--- src/rtl/adc_scan_pkg.sv ---
package adc_scan_pkg;

  // Command byte length and channel number width are fixed by the serial format.
  localparam int CTRL_BITS = 8;
  localparam int CH_W      = 3;

  typedef enum logic [1:0] {
    ST_IDLE = 2'd0,
    ST_RUN  = 2'd1,
    ST_TAIL = 2'd2
  } scan_state_e;

  // Multiplexer address bits are a permutation of the channel number.
  function automatic logic [CTRL_BITS-1:0] make_ctrl(
    input logic [CH_W-1:0] ch,
    input logic            diff,
    input logic [1:0]      pm
  );
    return {1'b1, ch[0], ch[2], ch[1], 1'b0, ~diff, pm};
  endfunction

endpackage

--- src/rtl/adc_scan_sclk.sv ---
module adc_scan_sclk #(
  parameter int DIV = 50
) (
  input  logic clk,
  input  logic rst_n,
  input  logic run_i,
  output logic sclk_o,
  output logic rise_o,
  output logic fall_o
);

  localparam int CNT_W = (DIV > 1) ? $clog2(DIV) : 1;
  localparam logic [CNT_W-1:0] CNT_LAST = CNT_W'(DIV - 1);

  logic [CNT_W-1:0] cnt_q, cnt_d;
  logic             ph_q, ph_d;
  logic             last;

  assign last   = (cnt_q == CNT_LAST);
  assign rise_o = run_i & last & ~ph_q;
  assign fall_o = run_i & last &  ph_q;
  assign sclk_o = ph_q;

  always_comb begin
    cnt_d = cnt_q;
    ph_d  = ph_q;
    if (!run_i) begin
      cnt_d = '0;
      ph_d  = 1'b0;
    end else if (last) begin
      cnt_d = '0;
      ph_d  = ~ph_q;
    end else begin
      cnt_d = cnt_q + 1'b1;
    end
  end

  always_ff @(posedge clk or negedge rst_n) begin
    if (!rst_n) begin
      cnt_q <= '0;
      ph_q  <= 1'b0;
    end else begin
      cnt_q <= cnt_d;
      ph_q  <= ph_d;
    end
  end

endmodule

--- src/rtl/adc_scan_chlist.sv ---
module adc_scan_chlist
  import adc_scan_pkg::*;
#(
  parameter int LIST_AW = 3
) (
  input  logic               clk,
  input  logic               rst_n,
  input  logic               wr_en_i,
  input  logic [LIST_AW-1:0] wr_idx_i,
  input  logic [CH_W-1:0]    wr_ch_i,
  input  logic [LIST_AW-1:0] rd_idx_i,
  output logic [CH_W-1:0]    rd_ch_o
);

  localparam int DEPTH = 1 << LIST_AW;

  logic [CH_W-1:0] ent_q [DEPTH];
  logic [DEPTH-1:0] wr_sel;

  for (genvar e = 0; e < DEPTH; e++) begin : g_sel
    assign wr_sel[e] = wr_en_i && (wr_idx_i == LIST_AW'(e));
  end

  always_ff @(posedge clk or negedge rst_n) begin
    if (!rst_n) begin
      for (int e = 0; e < DEPTH; e++) ent_q[e] <= '0;
    end else begin
      for (int e = 0; e < DEPTH; e++) begin
        if (wr_sel[e]) ent_q[e] <= wr_ch_i;
      end
    end
  end

  assign rd_ch_o = ent_q[rd_idx_i];

endmodule

--- src/rtl/adc_scan_capture.sv ---
module adc_scan_capture
  import adc_scan_pkg::*;
#(
  parameter int DATA_W = 16
) (
  input  logic              clk,
  input  logic              rst_n,
  input  logic              rise_i,
  input  logic              begin_i,
  input  logic [CH_W-1:0]   ch_i,
  input  logic              miso_i,
  output logic              valid_o,
  output logic [CH_W-1:0]   ch_o,
  output logic [DATA_W-1:0] data_o
);

  localparam int BC_W = $clog2(DATA_W + 1);
  localparam logic [BC_W-1:0] BC_LAST = BC_W'(DATA_W - 1);

  logic              act_q, act_d;
  logic [BC_W-1:0]   cnt_q, cnt_d;
  logic [DATA_W-1:0] sh_q, sh_d;
  logic [CH_W-1:0]   tag_q, tag_d;
  logic              vld_q, vld_d;
  logic [DATA_W-1:0] out_q, out_d;
  logic [CH_W-1:0]   och_q, och_d;

  always_comb begin
    act_d = act_q;
    cnt_d = cnt_q;
    sh_d  = sh_q;
    tag_d = tag_q;
    vld_d = 1'b0;
    out_d = out_q;
    och_d = och_q;
    if (rise_i && begin_i) begin
      act_d = 1'b1;
      cnt_d = BC_W'(1);
      sh_d  = {{(DATA_W-1){1'b0}}, miso_i};
      tag_d = ch_i;
    end else if (rise_i && act_q) begin
      sh_d = {sh_q[DATA_W-2:0], miso_i};
      if (cnt_q == BC_LAST) begin
        act_d = 1'b0;
        cnt_d = '0;
        vld_d = 1'b1;
        out_d = {sh_q[DATA_W-2:0], miso_i};
        och_d = tag_q;
      end else begin
        cnt_d = cnt_q + 1'b1;
      end
    end
  end

  always_ff @(posedge clk or negedge rst_n) begin
    if (!rst_n) begin
      act_q <= 1'b0;
      cnt_q <= '0;
      sh_q  <= '0;
      tag_q <= '0;
      vld_q <= 1'b0;
      out_q <= '0;
      och_q <= '0;
    end else begin
      act_q <= act_d;
      cnt_q <= cnt_d;
      sh_q  <= sh_d;
      tag_q <= tag_d;
      vld_q <= vld_d;
      out_q <= out_d;
      och_q <= och_d;
    end
  end

  assign valid_o = vld_q;
  assign ch_o    = och_q;
  assign data_o  = out_q;

endmodule

--- src/rtl/adc_scan_ctrl.sv ---
module adc_scan_ctrl
  import adc_scan_pkg::*;
#(
  parameter int DIV     = 50,
  parameter int LIST_AW = 3,
  parameter int DATA_W  = 16
) (
  input  logic               clk,
  input  logic               rst_n,
  input  logic               start_i,
  input  logic               stop_i,
  input  logic               overlap_i,
  input  logic               diff_i,
  input  logic [1:0]         pmode_i,
  input  logic [LIST_AW-1:0] list_len_i,
  input  logic               list_wr_i,
  input  logic [LIST_AW-1:0] list_wr_idx_i,
  input  logic [2:0]         list_wr_ch_i,
  output logic               sclk_o,
  output logic               cs_n_o,
  output logic               mosi_o,
  input  logic               miso_i,
  output logic               smp_valid_o,
  output logic [2:0]         smp_ch_o,
  output logic [DATA_W-1:0]  smp_data_o
);

  localparam int OVL_LEN  = CTRL_BITS + DATA_W;
  localparam int FULL_LEN = ((CTRL_BITS + 1 + DATA_W + 7) / 8) * 8;
  localparam int SLOT_W   = $clog2(FULL_LEN);
  localparam logic [SLOT_W-1:0] OVL_LAST   = SLOT_W'(OVL_LEN - 1);
  localparam logic [SLOT_W-1:0] FULL_LAST  = SLOT_W'(FULL_LEN - 1);
  localparam logic [SLOT_W-1:0] TAIL_LAST  = SLOT_W'(CTRL_BITS - 1);
  localparam logic [SLOT_W-1:0] CTRL_END   = SLOT_W'(CTRL_BITS);
  localparam logic [SLOT_W-1:0] DATA_FIRST = SLOT_W'(CTRL_BITS + 1);

  scan_state_e        st_q, st_d;
  logic [SLOT_W-1:0]  slot_q, slot_d, slot_nx;
  logic [LIST_AW-1:0] idx_q, idx_d, idx_nx, idx_last;
  logic [LIST_AW-1:0] len_q, len_d;
  logic               stop_q, stop_d;
  logic               ovl_q, ovl_d;
  logic               diff_q, diff_d;
  logic [1:0]         pm_q, pm_d;
  logic               cs_n_q, cs_n_d;
  logic               mosi_q, mosi_d;

  logic               run, rise, fall;
  logic               frame_last, cap_begin;
  logic [CH_W-1:0]    cur_ch;
  logic [CTRL_BITS-1:0] ctrl_byte;

  assign run = (st_q != ST_IDLE);

  adc_scan_sclk #(.DIV(DIV)) u_sclk (
    .clk    (clk),
    .rst_n  (rst_n),
    .run_i  (run),
    .sclk_o (sclk_o),
    .rise_o (rise),
    .fall_o (fall)
  );

  adc_scan_chlist #(.LIST_AW(LIST_AW)) u_list (
    .clk      (clk),
    .rst_n    (rst_n),
    .wr_en_i  (list_wr_i),
    .wr_idx_i (list_wr_idx_i),
    .wr_ch_i  (list_wr_ch_i),
    .rd_idx_i (idx_q),
    .rd_ch_o  (cur_ch)
  );

  assign cap_begin = (st_q == ST_RUN) && (slot_q == DATA_FIRST);

  adc_scan_capture #(.DATA_W(DATA_W)) u_cap (
    .clk     (clk),
    .rst_n   (rst_n),
    .rise_i  (rise),
    .begin_i (cap_begin),
    .ch_i    (cur_ch),
    .miso_i  (miso_i),
    .valid_o (smp_valid_o),
    .ch_o    (smp_ch_o),
    .data_o  (smp_data_o)
  );

  always_comb begin
    st_d   = st_q;
    slot_d = slot_q;
    idx_d  = idx_q;
    len_d  = len_q;
    stop_d = stop_q;
    ovl_d  = ovl_q;
    diff_d = diff_q;
    pm_d   = pm_q;
    cs_n_d = cs_n_q;
    mosi_d = mosi_q;

    ctrl_byte  = make_ctrl(cur_ch, diff_q, pm_q);
    slot_nx    = slot_q + 1'b1;
    idx_last   = len_q - 1'b1;
    idx_nx     = (idx_q == idx_last) ? '0 : idx_q + 1'b1;
    frame_last = ovl_q ? (slot_q == OVL_LAST) : (slot_q == FULL_LAST);

    unique case (st_q)
      ST_IDLE: begin
        if (start_i) begin
          st_d   = ST_RUN;
          slot_d = '0;
          idx_d  = '0;
          len_d  = list_len_i;
          stop_d = 1'b0;
          ovl_d  = overlap_i;
          diff_d = diff_i;
          pm_d   = pmode_i;
          cs_n_d = 1'b0;
          mosi_d = 1'b1;
        end
      end
      ST_RUN: begin
        if (stop_i) stop_d = 1'b1;
        if (fall) begin
          if (frame_last) begin
            slot_d = '0;
            if (stop_q || stop_i) begin
              mosi_d = 1'b0;
              if (ovl_q) begin
                st_d = ST_TAIL;
              end else begin
                st_d   = ST_IDLE;
                cs_n_d = 1'b1;
              end
            end else begin
              idx_d  = idx_nx;
              mosi_d = 1'b1;
            end
          end else begin
            slot_d = slot_nx;
            if (slot_nx < CTRL_END)
              mosi_d = ctrl_byte[3'(CTRL_BITS - 1) - slot_nx[2:0]];
            else
              mosi_d = 1'b0;
          end
        end
      end
      ST_TAIL: begin
        mosi_d = 1'b0;
        if (fall) begin
          if (slot_q == TAIL_LAST) begin
            st_d   = ST_IDLE;
            slot_d = '0;
            cs_n_d = 1'b1;
          end else begin
            slot_d = slot_nx;
          end
        end
      end
      default: begin
        st_d   = ST_IDLE;
        cs_n_d = 1'b1;
        mosi_d = 1'b0;
      end
    endcase
  end

  always_ff @(posedge clk or negedge rst_n) begin
    if (!rst_n) begin
      st_q   <= ST_IDLE;
      slot_q <= '0;
      idx_q  <= '0;
      len_q  <= '0;
      stop_q <= 1'b0;
      ovl_q  <= 1'b0;
      diff_q <= 1'b0;
      pm_q   <= 2'b00;
      cs_n_q <= 1'b1;
      mosi_q <= 1'b0;
    end else begin
      st_q   <= st_d;
      slot_q <= slot_d;
      idx_q  <= idx_d;
      len_q  <= len_d;
      stop_q <= stop_d;
      ovl_q  <= ovl_d;
      diff_q <= diff_d;
      pm_q   <= pm_d;
      cs_n_q <= cs_n_d;
      mosi_q <= mosi_d;
    end
  end

  assign cs_n_o = cs_n_q;
  assign mosi_o = mosi_q;

endmodule

--- config.mk ---
export PLATFORM = sky130hd
export DESIGN_NAME = adc_scan_ctrl
export DESIGN_NICKNAME = d
export VERILOG_FILES = /design/src/rtl/adc_scan_pkg.sv /design/src/rtl/adc_scan_sclk.sv /design/src/rtl/adc_scan_chlist.sv /design/src/rtl/adc_scan_capture.sv /design/src/rtl/adc_scan_ctrl.sv
export SDC_FILE = /design/constraint.sdc
export NUM_CORES = 1
export LEC_CHECK = 0
export BUFFER_PORTS_ARGS = -buffer_cell sky130_fd_sc_hd__buf_4
export CAP_MARGIN = 40
export CELL_PAD_IN_SITES_DETAIL_PLACEMENT = 0
export CELL_PAD_IN_SITES_GLOBAL_PLACEMENT = 1
export CORE_MARGIN = 10
export CORE_UTILIZATION = 40
export CTS_BUF_LIST = sky130_fd_sc_hd__clkbuf_8
export CTS_CLUSTER_SIZE = 12
export DETAILED_ROUTE_END_ITERATION = 12
export PLACE_DENSITY = 0.73
export SYNTH_ARGS = -nofsm -noshare
export SYNTH_HDL_FRONTEND = slang
export SYNTH_SLANG_ARGS = --single-unit
export TNS_END_PERCENT = 20
--- constraint.sdc ---
create_clock -name clk -period 5.6 [get_ports clk]
set_input_delay 0.28 -clock clk [delete_from_list [all_inputs] [get_ports clk]]
set_output_delay 0.28 -clock clk [all_outputs]
set_load 0.01 [all_outputs]
==> results.cfg, run 1 <==
[floorplanning]
die_w_um = 126.1
rows = 38
core-area_sq_um = 10940
die_h_um = 126.1
dieArea_sq_um = 15900
boundaryPins = 42
initial_core_util_pct = 41.17

[power_and_ir_drop]
finalPower_mw = 1.933
power_leakage_nw = 2.439
powerDensity_nw_per_um2 = 369.1
ir_worst_vdd_mv = 0.1678

[logic_synthesis]
ys_top_cells_by_count = dfrtp_1, nand2_1, mux2_2
syn_nets = 416
syn_area_per_cell_sq_um = 11.69
ys_seq_area_share_pct = 52.83
synth_cells = 385
ys_seq_elements = 95
synth_enable_flop_cells = 0
async_reset_ff_share_pct = 100.0
yosysMostFrequentCell = dfrtp_1
synth_flop_cell = dfrtp_1
synth_cell_types = 50
yosys_warnings = 0
synthDominantCellAreaShare_pct = 52.25
ys_top_cells_by_area = dfrtp_1, mux2_2, nand2_1
synth_largest_area_cell = dfrtp_1
synthesis.area_sq_um = 4502

[worst_hold_path]
min_from = list_len_i[1]
hold_path.class = input pin to flop
holdPathEnd = len_q[1]
whs_path_depth = 2

[drt]
drc_errors = 0
drtPass1Iterations = 4
drt_iter0_markers = 167
wl_per_cell_um = 15.47
finalWirelength_um = 8851
vias_per_cell = 5.206
num_vias = 2978
postRouteAntennaNets = 0

[timing]
relSlewSlack_pct = 60.30
hold_viol = 0
skew_ns = 0.01013
finalSetupViolCount = 0
worst_pin_slew_ns = 0.5942
clock.fmax_mhz = 381.2
hold-worst-slack_ns = 0.1487
fin_tns_setup_ns = 0
min_period_ns = 2.624
rsz0062_at_grt = false
finalCritPeriodShare_pct = 46.85
drv_slew = 0

[cts]
cts_tree = yes
clk_pin_slew_ns = 0.10
cts_root_buf = clkbuf_8
htree_num_levels = 3
post_cts_buffers = 0
clkLatencyLatePin_ns = 0.36
cts.sinks = 95
numCtsBuffers = 9
clock_path_buffers = 2

[grt]
grt_remaining_overflow = 0
grt_util_all_layers_pct = 11.29
grt_pass1_vias = 3006
grt_max_degree = 57
grt_pass1_wl_um = 15280
antenna_found_initial = 0

[critical_path]
cpMaxStageDelayCell = dfrtp_1
startpoint_type = flop
r2r-start = st_q[1]
path_max_fanout = 28
cp.required_ns = 5.84
crit_type = flop to flop
max_stage_delay_ns = 0.42
cp_cell_sequence = inv_1, ha_1, nand4_1, nor4_4, buf_4, or3_1, buf_16, mux2_1
r2r_cells = 8
cp-end-kind = flop
worstReg2RegEnd = u_cap.data_o[4]
worst_ep_arrival_time_ns = 2.86
r2r_slack_ns = 2.98

[placed_design]
numPortBuffers = 41
place.gp.congestion = 0.7556
dp_hpwl_um = 6362
dp_cells = 555

[finish]
drive_above_1_share_pct = 28.47
fin_nets = 458
finalCoreUtilization_pct = 47.89
antennaDiodeCount = 0
area_delta_synth_final_pct = 16.34
layout.cells.non_filler = 572

[outcome]
status = complete, no violations

[flow_run]
maxCapViolations = 0
worst max-delay path, delay by kind of cell (launching register included):
kind / cells / cell delay (ns)
and+or+nand+nor: 3 / 0.72
buffers and inverters: 3 / 0.64
DFF: 1 / 0.42
adders and majority gates: 1 / 0.39
muxes: 1 / 0.34
placed cells by master (no fill, tap or decap), types with 2 or more instances in the layout:
master	netlist	final
inv_1	12	12
mux2_2	36	36
nand4_1	5	5
o21ai_0	10	10
xnor2_1	4	4
mux2_4	10	10
clkbuf_8	0	9
a211o_1	2	2
ha_1	12	12
nor2_1	23	23
a31o_2	2	2
nor2b_1	2	2
nor3b_1	4	4
mux2i_1	3	3
mux2_1	9	9
buf_16	0	2
nand2_2	2	2
bufinv_16	0	2
nand4b_1	5	5
a31oi_1	4	4
nand2_1	51	51
mux4_2	6	6
nor3_1	4	4
o22ai_1	2	2
nand3_1	9	9
nand2b_1	4	4
a21oi_1	23	23
dfrtp_1	94	94
buf_4	0	44
xor2_1	8	8
o31ai_1	3	3
inv_6	0	2
what timing repair did:
| action | in CTS | in global routing |
|---|---|---|
| resized for setup | 0 | 0 |
| hold buffers | 1 | 0 |
| setup endpoints to repair | 0 | 0 |
| endpoints found under the hold margin | 20 | 0 |
per-layer routing:
metal | track usage [%] | part of all wire, % | vias to the layer above
li1 | - | - | 1445
met1 | 16.00 | 50 | 1457
met2 | 16.31 | 44 | 67
met3 | 3.356 | 5.1 | 9
met4 | 3.081 | 0.70 | 0
met5 | 0 | 0 | -
power by group:
| part | internal [mW] | total, mW | switching (mW) |
|---|---|---|---|
| Combinational | 0.263 | 0.532 | 0.269 |
| Clock | 0.262 | 0.518 | 0.257 |
| Sequential | 0.790 | 0.882 | 0.0918 |
cell families after synthesis:
logic type	Yosys count	share of synthesized area, %
and+or+nand+nor	121	13.48
DFF	95	52.84
muxes	64	18.26
AOI/OAI and AO/OA	53	7.032
buffers and inverters	28	2.724
xor gates and xnor gates	12	2.335
adders and majority gates	12	3.335
flip-flops by register name, summed over array words and instances (netlist names), 5 cells and up:
signal	cells
u_list.ent_q	24
u_cap.data_o	16
u_cap.sh_q	15
u_sclk.cnt_q	6
slot_q	5
u_cap.cnt_q	5
through the flow:
stage / worst slack, ns / area [sq um]
after CTS: 2.971 / 5238
final: 2.976 / 5238
after detailed placement: 2.988 / 4991
after global routing: 2.790 / 5238
after floorplan: 3.400 / 4502
after global placement: 2.775 / 4936
layout make-up:
cell class / instances / area (sq um)
Inverter: 12 / 45.04
Fill cell: 1024 / 5698
Clock buffer: 9 / 123.9
Timing Repair Buffer: 47 / 395.4
Multi-Input combinational cell: 262 / 2007
Sequential cell: 95 / 2379
Clock inverter: 7 / 112.6
Tap cell: 140 / 175.2
how the worst max path moves through the flow:
stage,startpoint,to,slack (ns)
floorplan,u_sclk.cnt_q[1],u_cap.ch_o[0],3.40
global placement,st_q[1],u_cap.data_o[15],2.78
detailed placement,st_q[1],u_cap.data_o[5],2.99
CTS,st_q[1],u_cap.data_o[5],2.97
global route,st_q[1],u_cap.data_o[4],2.79
finish,st_q[1],u_cap.data_o[4],2.98
Power figures use the tool's default switching activity.
==> run 2: changes to the inputs <==
ABC_AREA = 1   (was not set)
PLACE_DENSITY = 0.79   (was 0.73)
clock period = 2.2 ns   (was 5.6 ns; I/O delays follow)
==> results.cfg, run 2 <==
[outcome]
status = complete, no violations

[drt]
postRouteAntennaNets = 0
finalWirelength_um = 9712
drtPass1Iterations = 4
vias_per_cell = 4.931
wl_per_cell_um = 13.66
drc_errors = 0
drt_iter0_markers = 288
wl_met1_um = 4602
num_vias = 3506
top_layer = met4
wl_met2_um = 4519
wl_met3_um = 427

[power_and_ir_drop]
p_comb_share_pct = 30.5
p_sw_mw = 1.787
p_int_mw = 3.302
power_leakage_nw = 2.698
ir_worst_vdd_mv = 0.5219
p_seq_share_pct = 42.9
sw_frac_of_total_pct = 35.12
powerDensity_nw_per_um2 = 943.2
clockPowerShare_pct = 26.6

[critical_path]
r2r_slack_ns = 0.18
r2r-start = st_q[1]
cp-end-kind = flop
path_max_fanout = 29
worstReg2RegEnd = u_cap.data_o[1]
r2r_cells = 11
crit_type = flop to flop
worst_ep_arrival_time_ns = 2.32
startpoint_type = flop
cp.required_ns = 2.50

[logic_synthesis]
syn_nets = 536
async_reset_ff_share_pct = 100.0
yosys_warnings = 0
synth_largest_area_cell = dfrtp_1
synthesis.area_sq_um = 4586
ys_seq_elements = 95
synth_flop_cell = dfrtp_1
synthDominantCellAreaShare_pct = 51.30
yosysMostFrequentCell = nand2_1
synth_cells = 505
ys_top_cells_by_area = dfrtp_1, nand2_1, inv_1
ys_top_cells_by_count = nand2_1, dfrtp_1, inv_1
syn_area_per_cell_sq_um = 9.080
ys_seq_area_share_pct = 51.87
synth_enable_flop_cells = 0
synth_cell_types = 41

[placed_design]
place.gp.congestion = 0.8120
dp_hpwl_um = 6990
placed_area_sq_um = 5052
numPortBuffers = 41
dp_cells = 684

[cts]
htree_num_levels = 3
clk_pin_slew_ns = 0.09
cts_tree = yes
clock_path_buffers = 2
numCtsBuffers = 9
cts.sinks = 95
cts_root_buf = clkbuf_8
clkLatencyLatePin_ns = 0.38

[finish]
antennaDiodeCount = 0
top_register = u_list.ent_q
drive_above_1_share_pct = 20.42
area_delta_synth_final_pct = 17.65
largest_reg_flops = 24
final_common_cell = nand2_1
fin_nets = 594
fillers = 1071
layout.cells.non_filler = 711
finalCoreUtilization_pct = 47.66
layout_common_cells = nand2_1, dfrtp_1, inv_1
final_area_sq_um = 5395

[timing]
skew_ns = 0.01337
hold-worst-slack_ns = 0.03467
finalCritPeriodShare_pct = 91.72
drv_slew = 0
relSlewSlack_pct = 60.65
worst_pin_slew_ns = 0.5857
rsz0062_at_grt = false
fin_tns_setup_ns = 0
min_period_ns = 2.018
clock.fmax_mhz = 495.6
hold_viol = 0
finalSetupViolCount = 0

[grt]
antenna_found_initial = 0
grt_pass1_vias = 3493
grt_util_all_layers_pct = 12.68
grt_remaining_overflow = 0
grt_max_degree = 60
grt_pass1_wl_um = 16990

[floorplanning]
initial_core_util_pct = 40.51
rows = 39
dieArea_sq_um = 16150
core-area_sq_um = 11320
die_h_um = 127.1
die_w_um = 127.1
boundaryPins = 42

[worst_hold_path]
whs_path_depth = 3
min_from = miso_i
holdPathEnd = u_cap.data_o[0]
hold_path.class = input pin to flop

[flow_run]
maxCapViolations = 0
[run 2: cell count changes after synthesis, sizes merged, moves of 8 or more]
cell | previous run | this run
nand2 | 53 | 126
nor2 | 23 | 33
o21ai | 11 | 62
clkbuf | 10 | 2
inv | 12 | 75
o22ai | 2 | 12
nand3 | 9 | 35
mux2 | 55 | 5
[run 2: repair_timing]
item,CTS,global route
setup buffers,0,0
endpoints found under the hold margin,46,0
resized for setup,0,0
hold buffers,11,0
[run 2: metal layers]
metal / vias to the layer above / track usage, %
met5: - / 0
met4: 0 / 5.090
met3: 14 / 3.019
met2: 64 / 19.62
met1: 1683 / 16.71
li1: 1745 / -
[run 2: cells by family after synthesis]
kind of cell / Yosys count / share of synthesized area, %
mux: 5 / 1.228
flops: 95 / 51.87
buf+inv: 86 / 8.158
simple gates: 203 / 20.68
fa+ha+maj: 12 / 3.274
compound gates: 95 / 13.07
xor+xnor: 9 / 1.719
[run 2: worst max-delay path by stage]
stage	startpoint	endpoint	slack, ns	cells after the start
final	st_q[1]	u_cap.data_o[1]	0.18	11
after global routing	st_q[1]	u_cap.data_o[1]	0.04	11
after CTS	st_q[1]	u_cap.data_o[1]	0.16	11
after detailed placement	st_q[1]	u_cap.data_o[1]	0.18	11
after global placement	u_sclk.cnt_q[1]	u_cap.data_o[1]	0.27	10
after floorplan	st_q[1]	u_cap.sh_q[1]	0.37	11
[run 2: layout make-up]
class / count / area (sq um) / share of cell area, %
inverters: 75 / 284.0 / 5.264
repair buffers: 58 / 488.0 / 9.045
flip-flops and latches: 95 / 2379 / 44.09
multi-input cells: 324 / 1833 / 33.98
clock buffers: 10 / 137.6 / 2.551
well taps: 143 / 178.9 / 3.316
clock inverters: 6 / 95.09 / 1.763
[run 2: worst max-delay path, cell delays in order, from the launching register on]
cell     delay [ns]
dfrtp_1        0.41
inv_1          0.14
ha_1           0.20
inv_2          0.06
nor3_2         0.11
nand3_2        0.16
nor2_8         0.23
inv_4          0.10
nand4_4        0.15
buf_12         0.22
nand2_1        0.10
o21ai_2        0.06
[run 2: power groups by stage]
stage | clock network (mW) | registers, mW | logic (mW)
6_report | 1.35 | 2.18 | 1.55
5_1_grt | 1.47 | 2.22 | 1.81
4_1_cts | 1.40 | 2.18 | 1.57
3_5_place_dp | 0 | 2.22 | 1.55
3_3_place_gp | 0 | 2.21 | 1.53
2_1_floorplan | 0 | 2.19 | 1.15
[run 2: metrics by stage]
step / total power, mW / worst slack, ns
after floorplan: 3.337 / 0.3696
after global placement: 3.737 / 0.2720
after detailed placement: 3.770 / 0.1825
after CTS: 5.155 / 0.1555
after global routing: 5.492 / 0.04075
final: 5.089 / 0.1821
